## src/rtl/i2c_cg_pkg.sv

```systemverilog
package i2c_cg_pkg;

   typedef enum logic [2:0] {
      PH_IDLE,
      PH_ADDR,
      PH_CMD,
      PH_CNT,
      PH_DATA
   } phase_t;

   localparam int BYTE_W = 8;

endpackage

```

## src/rtl/line_sync.sv

```systemverilog
module line_sync #(
   parameter int STAGES = 2
) (
   input  logic clk,
   input  logic rst_n,
   input  logic d,
   output logic q,
   output logic rise,
   output logic fall
);

   logic [STAGES-1:0] chain_q;
   logic              prev_q;

   generate
      if (STAGES < 2) begin : g_bad_stages
         $error("line_sync needs at least two stages");
      end
   endgenerate

   always_ff @(posedge clk or negedge rst_n) begin
      if (!rst_n) begin
         chain_q <= '1;
         prev_q  <= 1'b1;
      end else begin
         chain_q <= {chain_q[STAGES-2:0], d};
         prev_q  <= chain_q[STAGES-1];
      end
   end

   assign q    = chain_q[STAGES-1];
   assign rise = q & ~prev_q;
   assign fall = ~q & prev_q;

endmodule

```

## src/rtl/i2c_wr_fsm.sv

```systemverilog
module i2c_wr_fsm
   import i2c_cg_pkg::*;
#(
   parameter logic [6:0] DEV_ADDR = 7'h69,
   parameter int         NREG     = 3,
   localparam int        CNTW     = $clog2(NREG + 1)
) (
   input  logic              clk,
   input  logic              rst_n,
   input  logic              scl_s,
   input  logic              sda_s,
   input  logic              scl_rise,
   input  logic              scl_fall,
   input  logic              sda_rise,
   input  logic              sda_fall,
   output logic              sda_pull,
   output logic              wr_en,
   output logic [CNTW-1:0]   wr_idx,
   output logic [BYTE_W-1:0] wr_data
);

   phase_t              phase, nxt;
   logic [BYTE_W-1:0]   shreg;
   logic [3:0]          bitcnt;
   logic                ackph;
   logic [CNTW-1:0]     cnt_q;
   logic [CNTW-1:0]     idx;
   logic                accept;
   logic                start_evt;
   logic                stop_evt;

   assign start_evt = scl_s & sda_fall;
   assign stop_evt  = scl_s & sda_rise;

   always_comb begin
      accept = 1'b0;
      nxt    = PH_IDLE;
      case (phase)
         PH_ADDR: begin
            accept = (shreg == {DEV_ADDR, 1'b0});
            nxt    = PH_CMD;
         end
         PH_CMD: begin
            accept = (shreg == 8'h00);
            nxt    = PH_CNT;
         end
         PH_CNT: begin
            accept = (shreg != 8'h00) && (shreg <= 8'(NREG));
            nxt    = PH_DATA;
         end
         PH_DATA: begin
            accept = (idx < cnt_q);
            nxt    = PH_DATA;
         end
         default: begin
            accept = 1'b0;
            nxt    = PH_IDLE;
         end
      endcase
   end

   always_ff @(posedge clk or negedge rst_n) begin
      if (!rst_n) begin
         phase    <= PH_IDLE;
         shreg    <= '0;
         bitcnt   <= '0;
         ackph    <= 1'b0;
         cnt_q    <= '0;
         idx      <= '0;
         sda_pull <= 1'b0;
         wr_en    <= 1'b0;
         wr_idx   <= '0;
         wr_data  <= '0;
      end else begin
         wr_en <= 1'b0;
         if (start_evt) begin
            phase    <= PH_ADDR;
            bitcnt   <= '0;
            ackph    <= 1'b0;
            sda_pull <= 1'b0;
         end else if (stop_evt) begin
            phase    <= PH_IDLE;
            bitcnt   <= '0;
            ackph    <= 1'b0;
            sda_pull <= 1'b0;
         end else if (phase != PH_IDLE) begin
            if (scl_rise && !ackph && bitcnt != 4'd8) begin
               shreg  <= {shreg[BYTE_W-2:0], sda_s};
               bitcnt <= bitcnt + 4'd1;
            end else if (scl_fall && ackph) begin
               sda_pull <= 1'b0;
               ackph    <= 1'b0;
               bitcnt   <= '0;
            end else if (scl_fall && bitcnt == 4'd8) begin
               if (accept) begin
                  ackph    <= 1'b1;
                  sda_pull <= 1'b1;
                  phase    <= nxt;
                  if (phase == PH_CNT) begin
                     cnt_q <= shreg[CNTW-1:0];
                     idx   <= '0;
                  end
                  if (phase == PH_DATA) begin
                     wr_en   <= 1'b1;
                     wr_idx  <= idx;
                     wr_data <= shreg;
                     idx     <= idx + CNTW'(1);
                  end
               end else begin
                  phase  <= PH_IDLE;
                  bitcnt <= '0;
               end
            end
         end
      end
   end


   ack_release_chk: assert property (@(posedge clk) disable iff (!rst_n)
      (sda_pull && scl_fall) |=> !sda_pull);


   ack_start_chk: assert property (@(posedge clk) disable iff (!rst_n)
      $rose(sda_pull) |-> $past(scl_fall));


   write_acked_chk: assert property (@(posedge clk) disable iff (!rst_n)
      wr_en |-> sda_pull);


   idle_quiet_chk: assert property (@(posedge clk) disable iff (!rst_n)
      (phase == PH_IDLE) |-> !sda_pull);


   bitcnt_range_chk: assert property (@(posedge clk) disable iff (!rst_n)
      bitcnt <= 4'd8);

endmodule

```

## src/rtl/cfg_regs.sv

```systemverilog
module cfg_regs
   import i2c_cg_pkg::*;
#(
   parameter int  NOUT = 18,
   localparam int NREG = (NOUT + 7) / 8,
   localparam int CNTW = $clog2(NREG + 1)
) (
   input  logic              clk,
   input  logic              rst_n,
   input  logic              wr_en,
   input  logic [CNTW-1:0]   wr_idx,
   input  logic [BYTE_W-1:0] wr_data,
   output logic [NOUT-1:0]   en
);

   localparam int LASTN = NOUT - 8 * (NREG - 1);

   logic [BYTE_W*NREG-1:0] all_q;

   generate
      for (genvar g = 0; g < NREG; g++) begin : g_reg
         logic [BYTE_W-1:0] q;
         always_ff @(posedge clk or negedge rst_n) begin
            if (!rst_n) begin
               q <= '1;
            end else if (wr_en && wr_idx == CNTW'(g)) begin
               q <= wr_data;
            end
         end
         assign all_q[g*BYTE_W +: BYTE_W] = q;
      end

      for (genvar i = 0; i < NOUT; i++) begin : g_map
         localparam int RIDX = i / 8;
         localparam int BPOS = (RIDX == NREG - 1) ? (8 - LASTN) + (i % 8) : (i % 8);
         assign en[i] = all_q[RIDX*BYTE_W + BPOS];
      end
   endgenerate


   reset_val_chk: assert property (@(posedge clk) disable iff (!rst_n)
      $rose(rst_n) |-> (&all_q));

endmodule

```

## src/rtl/out_gate.sv

```systemverilog
module out_gate #(
   parameter int NOUT = 18
) (
   input  logic [NOUT-1:0] en,
   input  logic            buf_clk,
   input  logic            glob_oe,
   output logic [NOUT-1:0] out_val,
   output logic [NOUT-1:0] out_hiz
);

   generate
      for (genvar i = 0; i < NOUT; i++) begin : g_out
         assign out_val[i] = glob_oe & en[i] & buf_clk;
         assign out_hiz[i] = ~glob_oe;
      end
   endgenerate

endmodule

```

## src/rtl/i2c_clk_gate.sv

```systemverilog
module i2c_clk_gate
   import i2c_cg_pkg::*;
#(
   parameter int         NOUT        = 18,
   parameter logic [6:0] DEV_ADDR    = 7'h69,
   parameter int         SYNC_STAGES = 2
) (
   input  logic            clk,
   input  logic            rst_n,
   input  logic            scl_in,
   input  logic            sda_in,
   output logic            sda_pull,
   input  logic            buf_clk,
   input  logic            glob_oe,
   output logic [NOUT-1:0] out_val,
   output logic [NOUT-1:0] out_hiz
);

   localparam int NREG = (NOUT + 7) / 8;
   localparam int CNTW = $clog2(NREG + 1);

   generate
      if (NOUT < 2 || NREG > 8) begin : g_bad_nout
         $error("i2c_clk_gate: NOUT out of range");
      end
   endgenerate

   logic scl_s, scl_rise, scl_fall;
   logic sda_s, sda_rise, sda_fall;
   logic              wr_en;
   logic [CNTW-1:0]   wr_idx;
   logic [BYTE_W-1:0] wr_data;
   logic [NOUT-1:0]   en;

   line_sync #(.STAGES(SYNC_STAGES)) u_scl_sync (
      .clk(clk), .rst_n(rst_n), .d(scl_in),
      .q(scl_s), .rise(scl_rise), .fall(scl_fall)
   );

   line_sync #(.STAGES(SYNC_STAGES)) u_sda_sync (
      .clk(clk), .rst_n(rst_n), .d(sda_in),
      .q(sda_s), .rise(sda_rise), .fall(sda_fall)
   );

   i2c_wr_fsm #(.DEV_ADDR(DEV_ADDR), .NREG(NREG)) u_fsm (
      .clk(clk), .rst_n(rst_n),
      .scl_s(scl_s), .sda_s(sda_s),
      .scl_rise(scl_rise), .scl_fall(scl_fall),
      .sda_rise(sda_rise), .sda_fall(sda_fall),
      .sda_pull(sda_pull),
      .wr_en(wr_en), .wr_idx(wr_idx), .wr_data(wr_data)
   );

   cfg_regs #(.NOUT(NOUT)) u_regs (
      .clk(clk), .rst_n(rst_n),
      .wr_en(wr_en), .wr_idx(wr_idx), .wr_data(wr_data),
      .en(en)
   );

   out_gate #(.NOUT(NOUT)) u_gate (
      .en(en), .buf_clk(buf_clk), .glob_oe(glob_oe),
      .out_val(out_val), .out_hiz(out_hiz)
   );


   global_hiz_chk: assert property (@(posedge clk) disable iff (!rst_n)
      !glob_oe |-> ((&out_hiz) && (out_val == '0)));


   gate_low_chk: assert property (@(posedge clk) disable iff (!rst_n)
      (glob_oe && !buf_clk) |-> ((out_val == '0) && (out_hiz == '0)));

endmodule

```

## config.mk

```make
export PLATFORM = sky130hd
export DESIGN_NAME = i2c_clk_gate
export DESIGN_NICKNAME = d
export VERILOG_FILES = /design/src/rtl/i2c_cg_pkg.sv /design/src/rtl/line_sync.sv /design/src/rtl/i2c_wr_fsm.sv /design/src/rtl/cfg_regs.sv /design/src/rtl/out_gate.sv /design/src/rtl/i2c_clk_gate.sv
export SDC_FILE = /design/constraint.sdc
export NUM_CORES = 1
export LEC_CHECK = 0
export BUFFER_PORTS_ARGS = -buffer_cell sky130_fd_sc_hd__buf_4
export CAP_MARGIN = 15
export CORE_ASPECT_RATIO = 0.8
export CORE_MARGIN = 2
export CORE_UTILIZATION = 40
export DETAILED_ROUTE_END_ITERATION = 16
export SYNTH_ARGS = -nofsm -noshare
export SYNTH_HDL_FRONTEND = slang
export SYNTH_SLANG_ARGS = --single-unit
```

## constraint.sdc

```tcl
create_clock -name clk -period 4.8 [get_ports clk]
set_input_delay 0.24 -clock clk [delete_from_list [all_inputs] [get_ports clk]]
set_output_delay 0.24 -clock clk [all_outputs]
set_load 0.005 [all_outputs]
```

==> impl_metrics.tcl, run 1 <==
set metrics [dict create \
    fin_crit_sh 0.482 \
    crit_fanout 13 \
    dr.pass1.iters 4 \
    start_util 0.418 \
    comb_power_share 0.065 \
    track_usage 0.141 \
    netlist_area_mm2 0.00271 \
    cap_violations 0 \
    num_vias 1684 \
    synth_fa_ha_area_frac 0.0139 \
    cts-root-buf "clkbuf_8" \
    synth.distinct_cells 49 \
    r2r_end "u_fsm.wr_data[1]$_DFFE_PN0P_" \
    antenna_found_initial 0 \
    viasPerCell 5.01 \
    synth_top_family_by_area "simple AND/OR/NAND/NOR gates" \
    reg2reg_slack_ns 2.49 \
    finalPower_w 0.000807 \
    cts_tree "yes" \
    worst_pin_slew_ns 0.915 \
    maxSlewViolCount 0 \
    rr_worst_depth 5 \
    first_global_vias 1650 \
    holdPathStages 1 \
    finalHoldViolations 0 \
    cts_buffers 5 \
    synthXorXnorAreaFrac 0.00647 \
    drive_above_1_share 0.464 \
    clkPwrFrac 0.329 \
    dpl_cell_area_mm2 0.00296 \
    die_y_um 77.6 \
    hold_ws_ns 0.0271 \
    async_flop_share 1.00 \
    dpl.hpwl_um 3440 \
    yosys-mux-area-fraction 0.150 \
    status "complete, no violations" \
    final_nets 260 \
    clock_path_buffers 2 \
    cp-end-kind "register" \
    ff_latch_area_mm2 0.00141 \
    finalWorstSetupSlack_ns 2.49 \
    core_area_mm2 0.00647 \
    synth-compound-area-share 0.0740 \
    path_class "reg2reg" \
    whs_endpoint "u_sda_sync.chain_q[0]$_DFF_PN1_" \
    overflow 0 \
    critPathRequiredTime_ns 5.00 \
    swShare 0.250 \
    worst_setup_path_start_kind "register" \
    htreeDepth 2 \
    grt_pass1_wl_um 8330 \
    p_leak_nw 1.47 \
    first_iter_violations 96 \
    cp.arrival_ns 2.51 \
    ys_warn_count 0 \
    diodes 0 \
    ioPinCount 43 \
    rsz0062_at_grt "false" \
    synth_nets 233 \
    finalSetupViolCount 0 \
    setup-tns-final_ns 0 \
    gp_congestion 0.806 \
    switchingPower_w 0.000202 \
    synth_edf_count 0 \
    area_growth_pct 13.3 \
    final_design_area_no_fill_mm2 0.00307 \
    dieWidth_um 96.0 \
    ant_nets 0 \
    yosys.area_share.simple 0.162 \
    row_count 26 \
    multi_input_area_mm2 0.00110 \
    routed_wl_um 4820 \
    clk_latency_ns 0.31 \
    max_freq_mhz 432 \
    p_per_area_mw_per_mm2 263 \
    io_buffers 42 \
    ys.flop_type "dfrtp_1" \
    fillers 608 \
    clkSinkCount 55 \
    pre_cts_ws_ns 2.48 \
    synthCells 224 \
    wl_per_cell_um 14.3 \
    finalCriticalPeriod_ns 2.31 \
    grt_max_degree 56 \
    internal-power_w 0.000606 \
    path_clk_slew_ns 0.10 \
    avgSynthCellArea_um2 12.1 \
    reg2reg_from "u_fsm.idx[1]$_DFFE_PN0P_" \
    min_path_type "in2reg" \
    drc_errors 0 \
    p_seq_frac 0.605 \
    maxSlewHeadroom 0.388 \
    synth_seq_cells 55 \
    yosysSeqAreaShare 0.520 \
    hp-start "sda_in" \
    postCtsResizedCells 0 \
    dieArea_mm2 0.00744 \
    peakVddDrop_mv 0.138 \
    fin_skew_ns 0.0122 \
]
==> flip-flops by register name, indices dropped and copies added (netlist names) <==
| register | count |
|---|---|
| u_regs.g.q | 18 |
| u_fsm.shreg | 8 |
| u_fsm.wr_data | 8 |
| u_fsm.bitcnt | 4 |
| u_fsm.phase | 3 |
| u_fsm.cnt_q | 2 |
| u_fsm.idx | 2 |
| u_fsm.wr_idx | 2 |
| u_scl_sync.chain_q | 2 |
| u_sda_sync.chain_q | 2 |
| u_fsm.ackph | 1 |
| u_fsm.wr_en | 1 |
| u_scl_sync.prev_q | 1 |
| u_sda_sync.prev_q | 1 |
==> power by group through the flow <==
stage	logic [W]	clock network (W)	registers, W
final	0.0000529	0.000266	0.000489
after global routing	0.0000599	0.000299	0.000490
after CTS	0.0000545	0.000278	0.000488
after detailed placement	0.0000536	0	0.000496
after global placement	0.0000534	0	0.000496
after floorplan	0.0000365	0	0.000490
==> per-stage QoR <==
stage / util / instances
finish: 0.474 / 336
global route: 0.474 / 336
CTS: 0.474 / 336
detailed placement: 0.457 / 327
global placement: 0.457 / 327
floorplan: - / 224
==> cell type report <==
type	count	share of cell area
Multi-Input combinational cell	137	0.358
Tap cell	84	0.0343
Timing Repair Buffer	43	0.106
Clock inverter	3	0.00898
Inverter	9	0.0110
Clock buffer	5	0.0224
Sequential cell	55	0.459
==> routing by layer <==
| metal | global-route usage | vias up | part of all wire |
|---|---|---|---|
| met5 | 0 | - | 0 |
| met4 | 0.0429 | 0 | 0.012 |
| met3 | 0.0262 | 5 | 0.023 |
| met2 | 0.197 | 21 | 0.44 |
| met1 | 0.220 | 813 | 0.53 |
| li1 | - | 845 | - |
==> worst max-delay path, cell delays in order (launching register included) <==
cell and delay (ns):
dfrtp_1 0.44, ha_1 0.23, nor4b_2 0.20, o21ai_1 0.24, nor4_4 0.69, mux2_2 0.41
==> worst max path at each step <==
| stage | startpoint | to | cells past startpoint | slack, ns |
|---|---|---|---|---|
| 2_1_floorplan | u_fsm.bitcnt[0]$_DFFE_PN0P_ | u_fsm.cnt_q[0]$_DFFE_PN0P_ | 7 | 2.84 |
| 3_3_place_gp | u_fsm.idx[1]$_DFFE_PN0P_ | u_fsm.wr_data[2]$_DFFE_PN0P_ | 5 | 2.46 |
| 3_5_place_dp | u_fsm.idx[1]$_DFFE_PN0P_ | u_fsm.wr_data[3]$_DFFE_PN0P_ | 5 | 2.48 |
| 4_1_cts | u_fsm.idx[1]$_DFFE_PN0P_ | u_fsm.wr_data[1]$_DFFE_PN0P_ | 5 | 2.48 |
| 5_1_grt | u_fsm.idx[1]$_DFFE_PN0P_ | u_fsm.wr_idx[1]$_DFFE_PN0P_ | 5 | 2.33 |
| 6_report | u_fsm.idx[1]$_DFFE_PN0P_ | u_fsm.wr_data[1]$_DFFE_PN0P_ | 5 | 2.49 |
==> layout by cell type (no fill, tap or decap), types with 4 or more instances in the layout <==
| master | synthesis | routed |
|---|---|---|
| o21ai_0 | 8 | 8 |
| nand3b_1 | 4 | 4 |
| dfstp_2 | 24 | 24 |
| nand3_1 | 6 | 6 |
| mux2_2 | 34 | 34 |
| and3_1 | 19 | 19 |
| buf_4 | 17 | 42 |
| nand2_1 | 10 | 10 |
| nor3_1 | 7 | 7 |
| dfrtp_1 | 31 | 31 |
| inv_1 | 8 | 8 |
| nor2_1 | 5 | 5 |
| clkbuf_8 | 0 | 5 |
==> cell families after synthesis <==
family	count (synthesis)
AOI/OAI and AO/OA	28
xor gates and xnor gates	2
adders and majority gates	3
buffers and inverters	32
DFF	55
muxes	36
and+or+nand+nor	68
==> timing repair <==
action | CTS | global route
hold buffers | 1 | 0
endpoints found under the hold margin | 31 | 0
buffers inserted | 0 | 0
==> Yosys cell counts (2+ instances only) <==
cell type	n	share of area
mux2_2	34	0.14
dfrtp_1	31	0.29
dfstp_2	24	0.23
and3_1	19	0.044
buf_4	17	0.047
nand2_1	10	0.014
inv_1	8	0.011
o21ai_0	8	0.015
nor3_1	7	0.013
nand3_1	6	0.011
nor2_1	5	0.0069
nand3b_1	4	0.011
a31oi_1	3	0.0069
ha_1	3	0.014
nand2b_1	3	0.0069
a21oi_1	2	0.0037
a2bb2oi_1	2	0.0065
buf_2	2	0.0037
buf_6	2	0.0083
clkbuf_1	2	0.0028
mux2_1	2	0.0083
o21ai_1	2	0.0037
o31ai_1	2	0.0055
Note: power is estimated with default switching activity, not from simulation.
==> run 2: changes to the inputs <==
- clock period: 4.8 -> 2.4 ns (I/O delays scaled with it)
==> run 2 against run 1 <==
Against the previous run:
- die area unchanged
- highest routed layer unchanged
- largest power group unchanged
- sequential share of layout area decreased by 0.68 points
- maximum frequency increased by 11%
==> impl_metrics.tcl, run 2 (same netlist as run 1, synthesis figures left out) <==
set metrics [dict create \
    dieWidth_um 96.0 \
    ant_nets 0 \
    diodes 0 \
    internal-power_w 0.00121 \
    maxSlewHeadroom 0.542 \
    viasPerCell 5.12 \
    clock_path_buffers 2 \
    path_clk_slew_ns 0.10 \
    postCtsResizedCells 0 \
    hold_buffers 3 \
    critPathRequiredTime_ns 2.59 \
    finalSetupViolCount 0 \
    path_class "reg2reg" \
    mostFrequentLayoutCell "buf_4" \
    cts_setup_buffers 0 \
    dpl.cell_count 331 \
    cts_buffers 5 \
    htreeDepth 2 \
    layout_common_cells "buf_4, mux2_2, dfrtp_1, dfstp_2, and3_1" \
    dpl_cell_area_mm2 0.00299 \
    worst_setup_path_start_kind "register" \
    cap_violations 0 \
    start_util 0.418 \
    finalWorstSetupSlack_ns 0.323 \
    num_vias 1752 \
    path_cells "ha_1 -> nor4b_2 -> o21ai_1 -> a21bo_2 -> nor3_4 -> mux2_1" \
    switchingPower_w 0.000399 \
    io_buffers 42 \
    dieArea_mm2 0.00744 \
    first_global_vias 1617 \
    fin_skew_ns 0.00839 \
    worst_pin_slew_ns 0.683 \
    area_growth_pct 15.0 \
    clkPwrFrac 0.325 \
    critical_path_buf_inv_count 0 \
    swShare 0.248 \
    routed_wl_um 4900 \
    finalHoldViolations 0 \
    slowest_delay_ns 0.44 \
    final_design_area_no_fill_mm2 0.00311 \
    die_y_um 77.6 \
    grt_pass1_wl_um 8110 \
    comb_power_share 0.068 \
    drc_errors 0 \
    largest-register "u_regs.g.q" \
    setup-tns-final_ns 0 \
    path_delay_family "compound AO/OA/AOI/OAI gates" \
    cp.arrival_ns 2.27 \
    clk_latency_ns 0.31 \
    cp_num_cells 6 \
    clkSinkCount 55 \
    wl_per_cell_um 14.3 \
    final_cells 342 \
    dr.pass1.iters 4 \
    antenna_found_initial 0 \
    p_leak_nw 1.50 \
    largest_reg_flops 18 \
    overflow 0 \
    final_nets 266 \
    track_usage 0.139 \
    first_iter_violations 66 \
    ioPinCount 43 \
    pre_cts_ws_ns 0.333 \
    peakVddDrop_mv 0.310 \
    cp-end-kind "register" \
    finalCriticalPeriod_ns 2.08 \
    core_area_mm2 0.00647 \
    grt_max_degree 56 \
    status "complete, no violations" \
    slowest_stage "dfrtp_1" \
    drive_above_1_share 0.469 \
    cts-root-buf "clkbuf_8" \
    row_count 26 \
    gp_congestion 0.910 \
    max_freq_mhz 482 \
    crit_fanout 7 \
    rsz0062_at_grt "false" \
    reg.largest.list "u_regs.g.q (18), u_fsm.shreg (8), u_fsm.wr_data (8)" \
    min_path_type "reg2reg" \
    holdPathStages 0 \
    maxSlewViolCount 0 \
    dpl.hpwl_um 3510 \
    cts_tree "yes" \
    rr_worst_depth 6 \
    fin_crit_sh 0.865 \
    p_seq_frac 0.607 \
    p_per_area_mw_per_mm2 517 \
]
-- run 2: cell types whose count changed in the layout (fill, tap and decap cells not counted), sizes merged --
cell / change
dlygate4sd3: +2
buf: +4
-- run 2: layer usage --
metal,vias to the layer above,share of wire,GRT usage
li1,863,-,-
met1,863,0.52,0.217
met2,22,0.43,0.191
met3,4,0.035,0.0330
met4,0,0.0090,0.0414
met5,-,0,0
-- run 2: power by group through the flow --
stage	combinational [W]	sequential, W	clock [W]
3_5_place_dp	0.000109	0.000993	0
4_1_cts	0.000113	0.000976	0.000546
3_3_place_gp	0.000108	0.000993	0
2_1_floorplan	0.0000730	0.000981	0
6_report	0.000109	0.000976	0.000523
5_1_grt	0.000123	0.000981	0.000577
-- run 2: layout make-up --
class | count | area [um2]
fillers | 593 | 3360
well taps | 84 | 105
multi-input cells | 137 | 1100
flip-flops and latches | 55 | 1410
inverters | 9 | 33.8
repair buffers | 49 | 375
clock buffers | 5 | 68.8
clock inverters | 3 | 23.8
-- run 2: through the flow --
stage               hold WS [ns]  total power (W)   util
floorplan                 -0.176          0.00105      -
global placement           0.212          0.00110  0.462
detailed placement         0.215          0.00110  0.462
CTS                        0.362          0.00164  0.481
global route               0.367          0.00168  0.481
finish                     0.361          0.00161  0.481
-- run 2: worst paths after layout --
check                                                       end  slack, ns                            start
min in group asynchronous           u_fsm.bitcnt[0]$_DFFE_PN0P_       0.37                            rst_n
worst min-delay path            u_sda_sync.chain_q[1]$_DFF_PN1_       0.36  u_sda_sync.chain_q[0]$_DFF_PN1_
worst min register to register  u_sda_sync.chain_q[1]$_DFF_PN1_       0.36  u_sda_sync.chain_q[0]$_DFF_PN1_
worst max register to register       u_fsm.cnt_q[1]$_DFFE_PN0P_       0.32         u_fsm.idx[1]$_DFFE_PN0P_
worst max-delay path                 u_fsm.cnt_q[1]$_DFFE_PN0P_       0.32         u_fsm.idx[1]$_DFFE_PN0P_
max in group asynchronous           u_fsm.wr_idx[0]$_DFFE_PN0P_       1.56                            rst_n
